`src/rtl/archstate_pkg.sv`:
```
package archstate_pkg;
  typedef enum logic [2:0] {
    OP_SEQ  = 3'd0,
    OP_BSET = 3'd1,
    OP_BCLR = 3'd2,
    OP_BRC  = 3'd3,
    OP_BRS  = 3'd4,
    OP_JAL  = 3'd5
  } op_e;

  localparam int unsigned SR_W   = 8;
  localparam int unsigned SR_Z   = 0;
  localparam int unsigned SR_C   = 1;
  localparam int unsigned SR_N   = 2;
  localparam int unsigned SR_RSV = 3;
endpackage

```
`src/rtl/gpr_bank.sv`:
```
module gpr_bank #(
  parameter int unsigned XLEN = 32,
  parameter int unsigned NREG = 16,
  localparam int unsigned IW  = $clog2(NREG)
) (
  input  logic            clk_i,
  input  logic            rst_ni,
  input  logic            we_i,
  input  logic [IW-1:0]   waddr_i,
  input  logic [XLEN-1:0] wdata_i,
  input  logic [IW-1:0]   ra_idx_i,
  input  logic [IW-1:0]   rb_idx_i,
  input  logic [IW-1:0]   rx_idx_i,
  output logic [XLEN-1:0] ra_raw_o,
  output logic [XLEN-1:0] rx_raw_o,
  output logic [XLEN-1:0] ra_byp_o,
  output logic [XLEN-1:0] rb_byp_o
);
  logic [XLEN-1:0] q [NREG];
  logic            wr_live;

  assign wr_live = we_i && (waddr_i != '0);

  generate
    for (genvar g = 0; g < NREG; g++) begin : g_reg
      if (g == 0) begin : g_zero
        assign q[g] = '0;
      end else begin : g_live
        always_ff @(posedge clk_i or negedge rst_ni) begin
          if (!rst_ni)                              q[g] <= '0;
          else if (wr_live && waddr_i == IW'(g))    q[g] <= wdata_i;
        end
      end
    end
  endgenerate

  assign ra_raw_o = q[ra_idx_i];
  assign rx_raw_o = q[rx_idx_i];

  // write-first forwarding on the external read ports
  assign ra_byp_o = (wr_live && waddr_i == ra_idx_i) ? wdata_i : q[ra_idx_i];
  assign rb_byp_o = (wr_live && waddr_i == rb_idx_i) ? wdata_i : q[rb_idx_i];
endmodule

```
`src/rtl/status_unit.sv`:
```
module status_unit
  import archstate_pkg::*;
(
  input  logic            clk_i,
  input  logic            rst_ni,
  input  logic            zcn_we_i,
  input  logic [2:0]      zcn_i,
  input  logic            set_we_i,
  input  logic            clr_we_i,
  input  logic [SR_W-1:0] mask_i,
  output logic [SR_W-1:0] status_o
);
  localparam logic [SR_W-1:0] LIVE_MASK = ~(SR_W'(1) << SR_RSV);

  logic [SR_W-1:0] sr_q, sr_d;

  always_comb begin
    sr_d = sr_q;
    if (zcn_we_i) begin
      sr_d[SR_Z] = zcn_i[0];
      sr_d[SR_C] = zcn_i[1];
      sr_d[SR_N] = zcn_i[2];
    end
    if (set_we_i) sr_d = sr_d | mask_i;
    if (clr_we_i) sr_d = sr_d & ~mask_i;
    sr_d = sr_d & LIVE_MASK;
  end

  always_ff @(posedge clk_i or negedge rst_ni) begin
    if (!rst_ni) sr_q <= '0;
    else         sr_q <= sr_d;
  end

  assign status_o = sr_q;
endmodule

```
`src/rtl/pc_unit.sv`:
```
module pc_unit
  import archstate_pkg::*;
#(
  parameter int unsigned XLEN = 32,
  parameter int unsigned AW   = 24
) (
  input  logic            clk_i,
  input  logic            rst_ni,
  input  logic            valid_i,
  input  op_e             op_i,
  input  logic [2:0]      len_i,
  input  logic [7:0]      disp_i,
  input  logic [2:0]      sel_i,
  input  logic [SR_W-1:0] status_i,
  input  logic [XLEN-1:0] ra_raw_i,
  input  logic            ra_zero_i,
  output logic [XLEN-1:0] pc_o,
  output logic [AW-1:0]   seq_o
);
  logic [AW-1:0] pc_q, pc_d, seq, br_off, br_tgt;
  logic          bit_v, taken;

  assign seq    = pc_q + AW'(len_i);
  assign br_off = {{(AW-9){disp_i[7]}}, disp_i, 1'b0};
  assign br_tgt = seq + br_off;
  assign bit_v  = status_i[sel_i];

  always_comb begin
    taken = 1'b0;
    pc_d  = seq;
    unique case (op_i)
      OP_BRC: taken = !bit_v;
      OP_BRS: taken = bit_v;
      default: taken = 1'b0;
    endcase
    if (taken) pc_d = br_tgt;
    if (op_i == OP_JAL && !ra_zero_i) pc_d = ra_raw_i[AW-1:0];
    if (!valid_i) pc_d = pc_q;
  end

  always_ff @(posedge clk_i or negedge rst_ni) begin
    if (!rst_ni) pc_q <= '0;
    else         pc_q <= pc_d;
  end

  assign pc_o  = XLEN'(pc_q);
  assign seq_o = seq;
endmodule

```
`src/rtl/archstate_unit.sv`:
```
module archstate_unit
  import archstate_pkg::*;
#(
  parameter int unsigned XLEN = 32,
  parameter int unsigned NREG = 16,
  parameter int unsigned AW   = 24,
  localparam int unsigned IW  = $clog2(NREG),
  localparam int unsigned KW  = $clog2(XLEN)
) (
  input  logic            clk_i,
  input  logic            rst_ni,
  input  logic            valid_i,
  input  logic [2:0]      op_i,
  input  logic [2:0]      len_i,
  input  logic [IW-1:0]   rd_i,
  input  logic [IW-1:0]   ra_i,
  input  logic [IW-1:0]   rb_i,
  input  logic [7:0]      imm_i,
  input  logic [2:0]      flag_sel_i,
  input  logic            res_we_i,
  input  logic [XLEN-1:0] res_data_i,
  input  logic            flag_we_i,
  input  logic [2:0]      flag_zcn_i,
  output logic [XLEN-1:0] ra_data_o,
  output logic [XLEN-1:0] rb_data_o,
  output logic [XLEN-1:0] pc_o,
  output logic [SR_W-1:0] status_o
);
  op_e             op;
  logic            rx_zero, ra_zero;
  logic            gpr_we;
  logic [XLEN-1:0] gpr_wdata, ra_raw, rx_raw, bit_mask;
  logic [AW-1:0]   seq_addr;
  logic            sr_set, sr_clr, sr_zcn;

  assign op       = op_e'(op_i);
  assign rx_zero  = (rd_i == '0);
  assign ra_zero  = (ra_i == '0);
  assign bit_mask = XLEN'(1) << imm_i[KW-1:0];

  always_comb begin
    gpr_we    = 1'b0;
    gpr_wdata = res_data_i;
    unique case (op)
      OP_SEQ:  begin gpr_we = res_we_i;  gpr_wdata = res_data_i;          end
      OP_BSET: begin gpr_we = !rx_zero;  gpr_wdata = rx_raw | bit_mask;   end
      OP_BCLR: begin gpr_we = !rx_zero;  gpr_wdata = rx_raw & ~bit_mask;  end
      OP_JAL:  begin gpr_we = 1'b1;      gpr_wdata = XLEN'(seq_addr);     end
      default: begin gpr_we = 1'b0;      gpr_wdata = res_data_i;          end
    endcase
    if (!valid_i) gpr_we = 1'b0;
  end

  assign sr_zcn = valid_i && op == OP_SEQ  && flag_we_i;
  assign sr_set = valid_i && op == OP_BSET && rx_zero;
  assign sr_clr = valid_i && op == OP_BCLR && rx_zero;

  gpr_bank #(.XLEN(XLEN), .NREG(NREG)) u_gpr (
    .clk_i    (clk_i),
    .rst_ni   (rst_ni),
    .we_i     (gpr_we),
    .waddr_i  (rd_i),
    .wdata_i  (gpr_wdata),
    .ra_idx_i (ra_i),
    .rb_idx_i (rb_i),
    .rx_idx_i (rd_i),
    .ra_raw_o (ra_raw),
    .rx_raw_o (rx_raw),
    .ra_byp_o (ra_data_o),
    .rb_byp_o (rb_data_o)
  );

  status_unit u_sr (
    .clk_i    (clk_i),
    .rst_ni   (rst_ni),
    .zcn_we_i (sr_zcn),
    .zcn_i    (flag_zcn_i),
    .set_we_i (sr_set),
    .clr_we_i (sr_clr),
    .mask_i   (imm_i),
    .status_o (status_o)
  );

  pc_unit #(.XLEN(XLEN), .AW(AW)) u_pc (
    .clk_i     (clk_i),
    .rst_ni    (rst_ni),
    .valid_i   (valid_i),
    .op_i      (op),
    .len_i     (len_i),
    .disp_i    (imm_i),
    .sel_i     (flag_sel_i),
    .status_i  (status_o),
    .ra_raw_i  (ra_raw),
    .ra_zero_i (ra_zero),
    .pc_o      (pc_o),
    .seq_o     (seq_addr)
  );
endmodule

```
`config.mk`:
```
export PLATFORM = sky130hd
export DESIGN_NAME = archstate_unit
export DESIGN_NICKNAME = d
export VERILOG_FILES = /design/src/rtl/archstate_pkg.sv /design/src/rtl/gpr_bank.sv /design/src/rtl/status_unit.sv /design/src/rtl/pc_unit.sv /design/src/rtl/archstate_unit.sv
export SDC_FILE = /design/constraint.sdc
export NUM_CORES = 2
export LEC_CHECK = 0
export BUFFER_PORTS_ARGS = -buffer_cell sky130_fd_sc_hd__buf_2
export CAP_MARGIN = 25
export CORE_MARGIN = 2
export CORE_UTILIZATION = 45
export DETAILED_ROUTE_END_ITERATION = 10
export GPL_ROUTABILITY_DRIVEN = 0
export SLEW_MARGIN = 10
export SYNTH_ARGS = -nofsm -noshare
export SYNTH_HDL_FRONTEND = slang
export SYNTH_SLANG_ARGS = --single-unit
```
`constraint.sdc`:
```
create_clock -name clk_i -period 4 [get_ports clk_i]
set_clock_uncertainty 0.2 [all_clocks]
set_input_delay 0.2 -clock clk_i [delete_from_list [all_inputs] [get_ports clk_i]]
set_output_delay 0.2 -clock clk_i [all_outputs]
set_load 0.01 [all_outputs]
```
=== Word-level counts from Yosys, hierarchy flattened ===
Index checks and enable logic that the tools add are counted.

* Memories: 0
* Bits in writable memories: 0
* Register bits: 511
* Output and inout bits: 104
* ROM bits: 0
* Word-level logic and storage cells: 110
* Latch bits: 0

* Shift operators: 1
* Order comparisons: 4
* Bitwise gates (word level): 9
* Multipliers: 0
* Reduce and logical (&&, ||, !) cells: 33
* Mux-type cells: 22
* Equality and inequality tests: 22
* Add/sub/neg operators: 2
* Divide/modulo/power cells: 0

{| class="wikitable"
|+ Operator list
! cell !! number
|-
| $bmux 32 s4 || 3
|-
| $mux 32 || 8
|-
| $pmux 32 s3 || 1
|-
| $mux 24 || 2
|-
| $and 32x32->32 || 1
|-
| $eq 4x4->1 const B || 8
|-
| $not 32->32 || 1
|-
| $or 32x32->32 || 1
|-
| $shl 1x5->32 const A || 1
|-
| $logic_and 1x1->1 || 25
|-
| $add 24x24->24 || 1
|-
| $add 24x3->24 || 1
|-
| $eq 4x3->1 const B || 4
|-
| $mux 8 || 2
|-
| $ge 5x5->1 const B || 3
|-
| $not 4->5 || 3
|-
| $and 8x8->8 || 1
|-
| $eq 4x2->1 const B || 2
|-
| $eq 4x4->1 || 2
|-
| $logic_not 4->1 || 2
|-
| $not 8->8 || 1
|-
| $or 8x8->8 || 1
|-
| $eq 3x2->1 const B || 2
|-
| $eq 3x3->1 const B || 2
|-
| 12 further kinds || 15
|}

=== Depth between registers and ports, before layout ===
* Depth after elaboration: 8
* Depth in mapped cells: 16

=== Modules after synthesis ===
From an unflattened synthesis, not the netlist that was laid out.

* Cell total of the unflattened synthesis: 2935
* Area total of the unflattened synthesis: 35419.0 um2

{| class="wikitable"
|+ By module, submodules not included
! module !! instances !! area an instance (um2) !! sequential area each (um2) !! cells an instance
|-
| gpr_bank || 1 || 30362.9 || 12011.5 || 2219
|-
| pc_unit || 1 || 3249.4 || 600.6 || 422
|-
| archstate_unit || 1 || 1516.5 || 0.0 || 268
|-
| status_unit || 1 || 290.3 || 175.2 || 26
|}

=== Worst setup path after synthesis ===
OpenSTA, ideal clock, no wires.

* Kind: register to register
* Start point: register u_pc.pc_q[0]
* End point: register u_pc.pc_q[23]
* Clock period less this slack: 3668 ps
* Library setup time: 126 ps
* Buffers on the path: 0
* Cell stages (with the launch flop): 15
* Path slack: 332 ps
* Arrival time: 3342 ps
* Path through: dfrtp_1 > ha_1 > fa_1 > a21oi_1 > nor3_1 > and4_1 > xor2_1 > ha_1 > and2_1 > and3_1 > nand3_1 > o211ai_1 > o22ai_1 > xnor2_1 > a311o_1

* Longest elaborated chain between the ends: 4

{| class="wikitable"
|+ Ends and longest elaborated chain
! element !! line !! RTL
|-
| from (decl) || pc_unit.sv:20 || <nowiki>logic [AW-1:0] pc_q, pc_d, seq, br_off, br_tgt;</nowiki>
|-
| from (signal assigned) || pc_unit.sv:43 || <nowiki>else pc_q <= pc_d;</nowiki>
|-
| $add 24x3->24 * || pc_unit.sv:23 || <nowiki>assign seq = pc_q + AW'(len_i);</nowiki>
|-
| $add 24x24->24 || pc_unit.sv:25 || <nowiki>assign br_tgt = seq + br_off;</nowiki>
|-
| $mux 24 * || pc_unit.sv:36 || <nowiki>if (taken) pc_d = br_tgt;</nowiki>
|-
| $mux 24 * || pc_unit.sv:37 || <nowiki>if (op_i == OP_JAL && !ra_zero_i) pc_d = ra_raw_i[AW-1:0];</nowiki>
|}

Every way passes the cells marked *; elsewhere a longest branch is shown, timed or not.
A chain may end at the register's enable or synchronous reset.

=== Worst setup path in the final report ===
Ends and elaborated chain as after synthesis.

==> flow_metrics.py <==
metrics = {
    "global_route": {
        "grt_pass1_wl_um": 184000,
        "top_usage_layer": "met2",
        "gr-usage-met2_pct": 49.50,
        "grt_util_met1_pct": 42.67,
        "gr-total-overflow": 0,
        "grtUsageMet3_pct": 8.273,
        "track_usage_pct": 31.93,
        "antenna_found_initial": 3,
        "grt_max_degree": 103,
        "grt_pass1_vias": 28612,
    },
    "floorplan": {
        "ios": 173,
        "coreArea_um2": 73210,
        "fp.dieH_um": 276.5,
        "rows": 99,
        "die-area_um2": 76470,
        "start_util_pct": 45.66,
        "die_w_um": 276.5,
    },
    "route": {
        "ant_nets": 0,
        "vias": 28496,
        "routed_via_density": 6.593,
        "wire_per_inst_um": 28.44,
        "routed_wirelength_um": 122900,
        "first_iter_violations": 3508,
        "drc": 0,
        "detail_route.first_pass.iterations": 6,
    },
    "synthesis": {
        "yosysWarnings": 0,
        "syn_area_per_cell_um2": 10.52,
        "synth_ff_type": "dfrtp_1",
        "syn_inst": 3177,
        "async_flop_share_pct": 100.0,
        "yosysSeqAreaShare_pct": 38.26,
        "synth_area_um2": 33420,
        "ys_ff_latch": 511,
        "yosysUniqueCellTypes": 73,
        "synth-edff-count": 0,
    },
    "placement": {
        "numPortBuffers": 163,
        "hpwl_um": 80850,
        "pre_cts_slack_ns": -0.1837,
    },
    "sta": {
        "slew_headroom_pct": 32.73,
        "min_period_over_period_pct": 98.74,
        "min_period_ns": 3.950,
        "setup_viol_count_final": 0,
        "setup_ws_ns": 0.05049,
        "hold_violations": 0,
        "maxSlewViolCount": 0,
        "fmax_mhz": 253.2,
        "worstMarginPinSlew_ns": 1.005,
    },
    "clock_tree": {
        "cts_tree": "built",
        "path_clk_slew_ns": 0.06,
        "cts-htree-levels": 2,
        "numCtsBuffers": 56,
        "cts.sinks": 511,
        "cts_max_path_buffers": 3,
        "insertion_delay_ns": 0.64,
        "ctsRootBufferMaster": "clkbuf_16",
    },
    "power_and_ir_drop": {
        "power_mw": 18.99,
        "power_density_nw_per_um2": 493.2,
        "ir_drop_v": 0.0003334,
        "leakage_nw": 16.34,
    },
    "cells_and_area": {
        "multi_input_area_um2": 19400,
        "drive_above_1_share_pct": 28.14,
        "final_nets": 3415,
        "layout_common_cells": "594 x nand2_1, 512 x o21ai_0, 511 x dfrtp_1",
        "seq_area_um2": 12790,
        "syn2layout_area_growth_pct": 15.21,
        "layout_commonest_cell": "nand2_1",
        "n_fill_cell": 6328,
    },
    "critical_path": {
        "critical_path_required_ns": 4.30,
        "worst-endpoint-arrival_ns": 4.25,
        "start_kind": "flop",
        "critPathMaxFanout": 4,
        "crit_type": "flop to flop",
        "end_kind": "flop",
    },
    "hold_path": {
        "hold_path.class": "input port to flop",
    },
    "job": {
        "drv_cap": 0,
    },
    "outcome": {
        "status": "complete, no violations",
    },
}
[routing by layer]
layer / vias to the layer above / share of wire [%] / wire, µm
met3: 375 / 11 / 13870
met1: 14261 / 39 / 47660
met4: 4 / 4.6 / 5709
li1: 12124 / - / -
met2: 1732 / 45 / 55660
met5: - / 0.025 / 31
[synthesized netlist by cell type, types with 29 or more instances]
library cell	instances	area share, %
dfrtp_1	511	38
xnor2_1	29	0.76
nor2_1	113	1.3
mux4_2	330	22
buf_2	65	0.97
mux2_2	104	3.5
mux2i_1	55	1.6
a21oi_1	169	2.5
o21ai_0	512	7.7
nand2_1	602	6.8
buf_1	34	0.38
clkbuf_1	195	2.2
a22o_1	54	1.4
[final cells by class]
type	count	area share [%]
multi-input combinational	2343	50.39
clock inverter	31	1.128
tap	959	3.116
clock buffer	72	4.058
inverter	17	0.1657
sequential	511	33.21
timing repair buffer	388	7.925
antenna	1	0.006499
[critical path, cell delays in order (launching register included)]
cell	delay, ns
dfrtp_1	0.39
ha_1	0.22
fa_1	0.45
a21oi_4	0.27
nor3_2	0.12
and4_1	0.22
xor2_1	0.16
ha_1	0.36
and2_1	0.17
and3_1	0.19
nand3_1	0.09
o211ai_1	0.31
o22ai_1	0.16
xnor2_1	0.15
a311o_1	0.35
[metrics by stage]
stage	hold slack (ns)	utilization [%]	area, µm²	cells	setup TNS (ns)
4_1_cts	0.006311	52.44	38390	4315	0
2_1_floorplan	-0.2956	-	33450	3185	0
3_5_place_dp	0.1573	49.08	35930	4169	-0.6558
6_report	0.02616	52.60	38510	4322	0
5_1_grt	0.04701	52.60	38500	4321	-0.1932
3_3_place_gp	0.1463	49.08	35930	4169	0
[repair_timing]
action / CTS / global route
endpoints found under the hold margin: 448 / 0
resized for setup: 6 / 11
buffers inserted: 0 / 6
hold buffers: 43 / 0
pin swaps: 1 / 2
gates cloned: 0 / 0
endpoints found under the setup margin: 14 / 19
[path summary, 6_finish.rpt]
kind	to	from	cells after the start	slack, ns
worst max-delay path	u_pc.pc_q[23]	u_pc.pc_q[0]	14	0.05
worst min-delay path	u_gpr.q[264]	res_data_i[8]	4	0.03
worst max register to register	u_pc.pc_q[23]	u_pc.pc_q[0]	14	0.05
worst min register to register	u_gpr.q[134]	u_gpr.q[134]	2	0.32
max in group asynchronous	u_gpr.q[363]	rst_ni	3	2.52
min in group asynchronous	u_gpr.q[359]	rst_ni	2	0.05
[flip-flops by register name (all words and copies together), names as in the netlist, named ones only]
name / count
u_sr.status_o: 3
u_pc.pc_q: 24
u_gpr.q: 480
[cells by family (layout without fill, tap and decap cells)]
family	Yosys count	in the layout	synth area share, %
buffers and inverters	331	508	4.354
XOR/XNOR	45	45	1.220
AND/OR/NAND/NOR	843	843	10.34
multiplexers	504	504	28.56
adder cells (fa/ha/maj)	29	29	1.131
AO/OA/AOI/OAI	913	913	16.13
flip-flops	511	511	38.26
other	1	10	0.01122
[power by group]
part	switching, mW	internal, mW	leakage, nW
Clock	2.30	3.40	0.991
Sequential	1.05	6.16	6.73
Combinational	3.14	2.94	8.62
Total	6.49	12.5	16.3
Power figures use the tool's default switching activity.
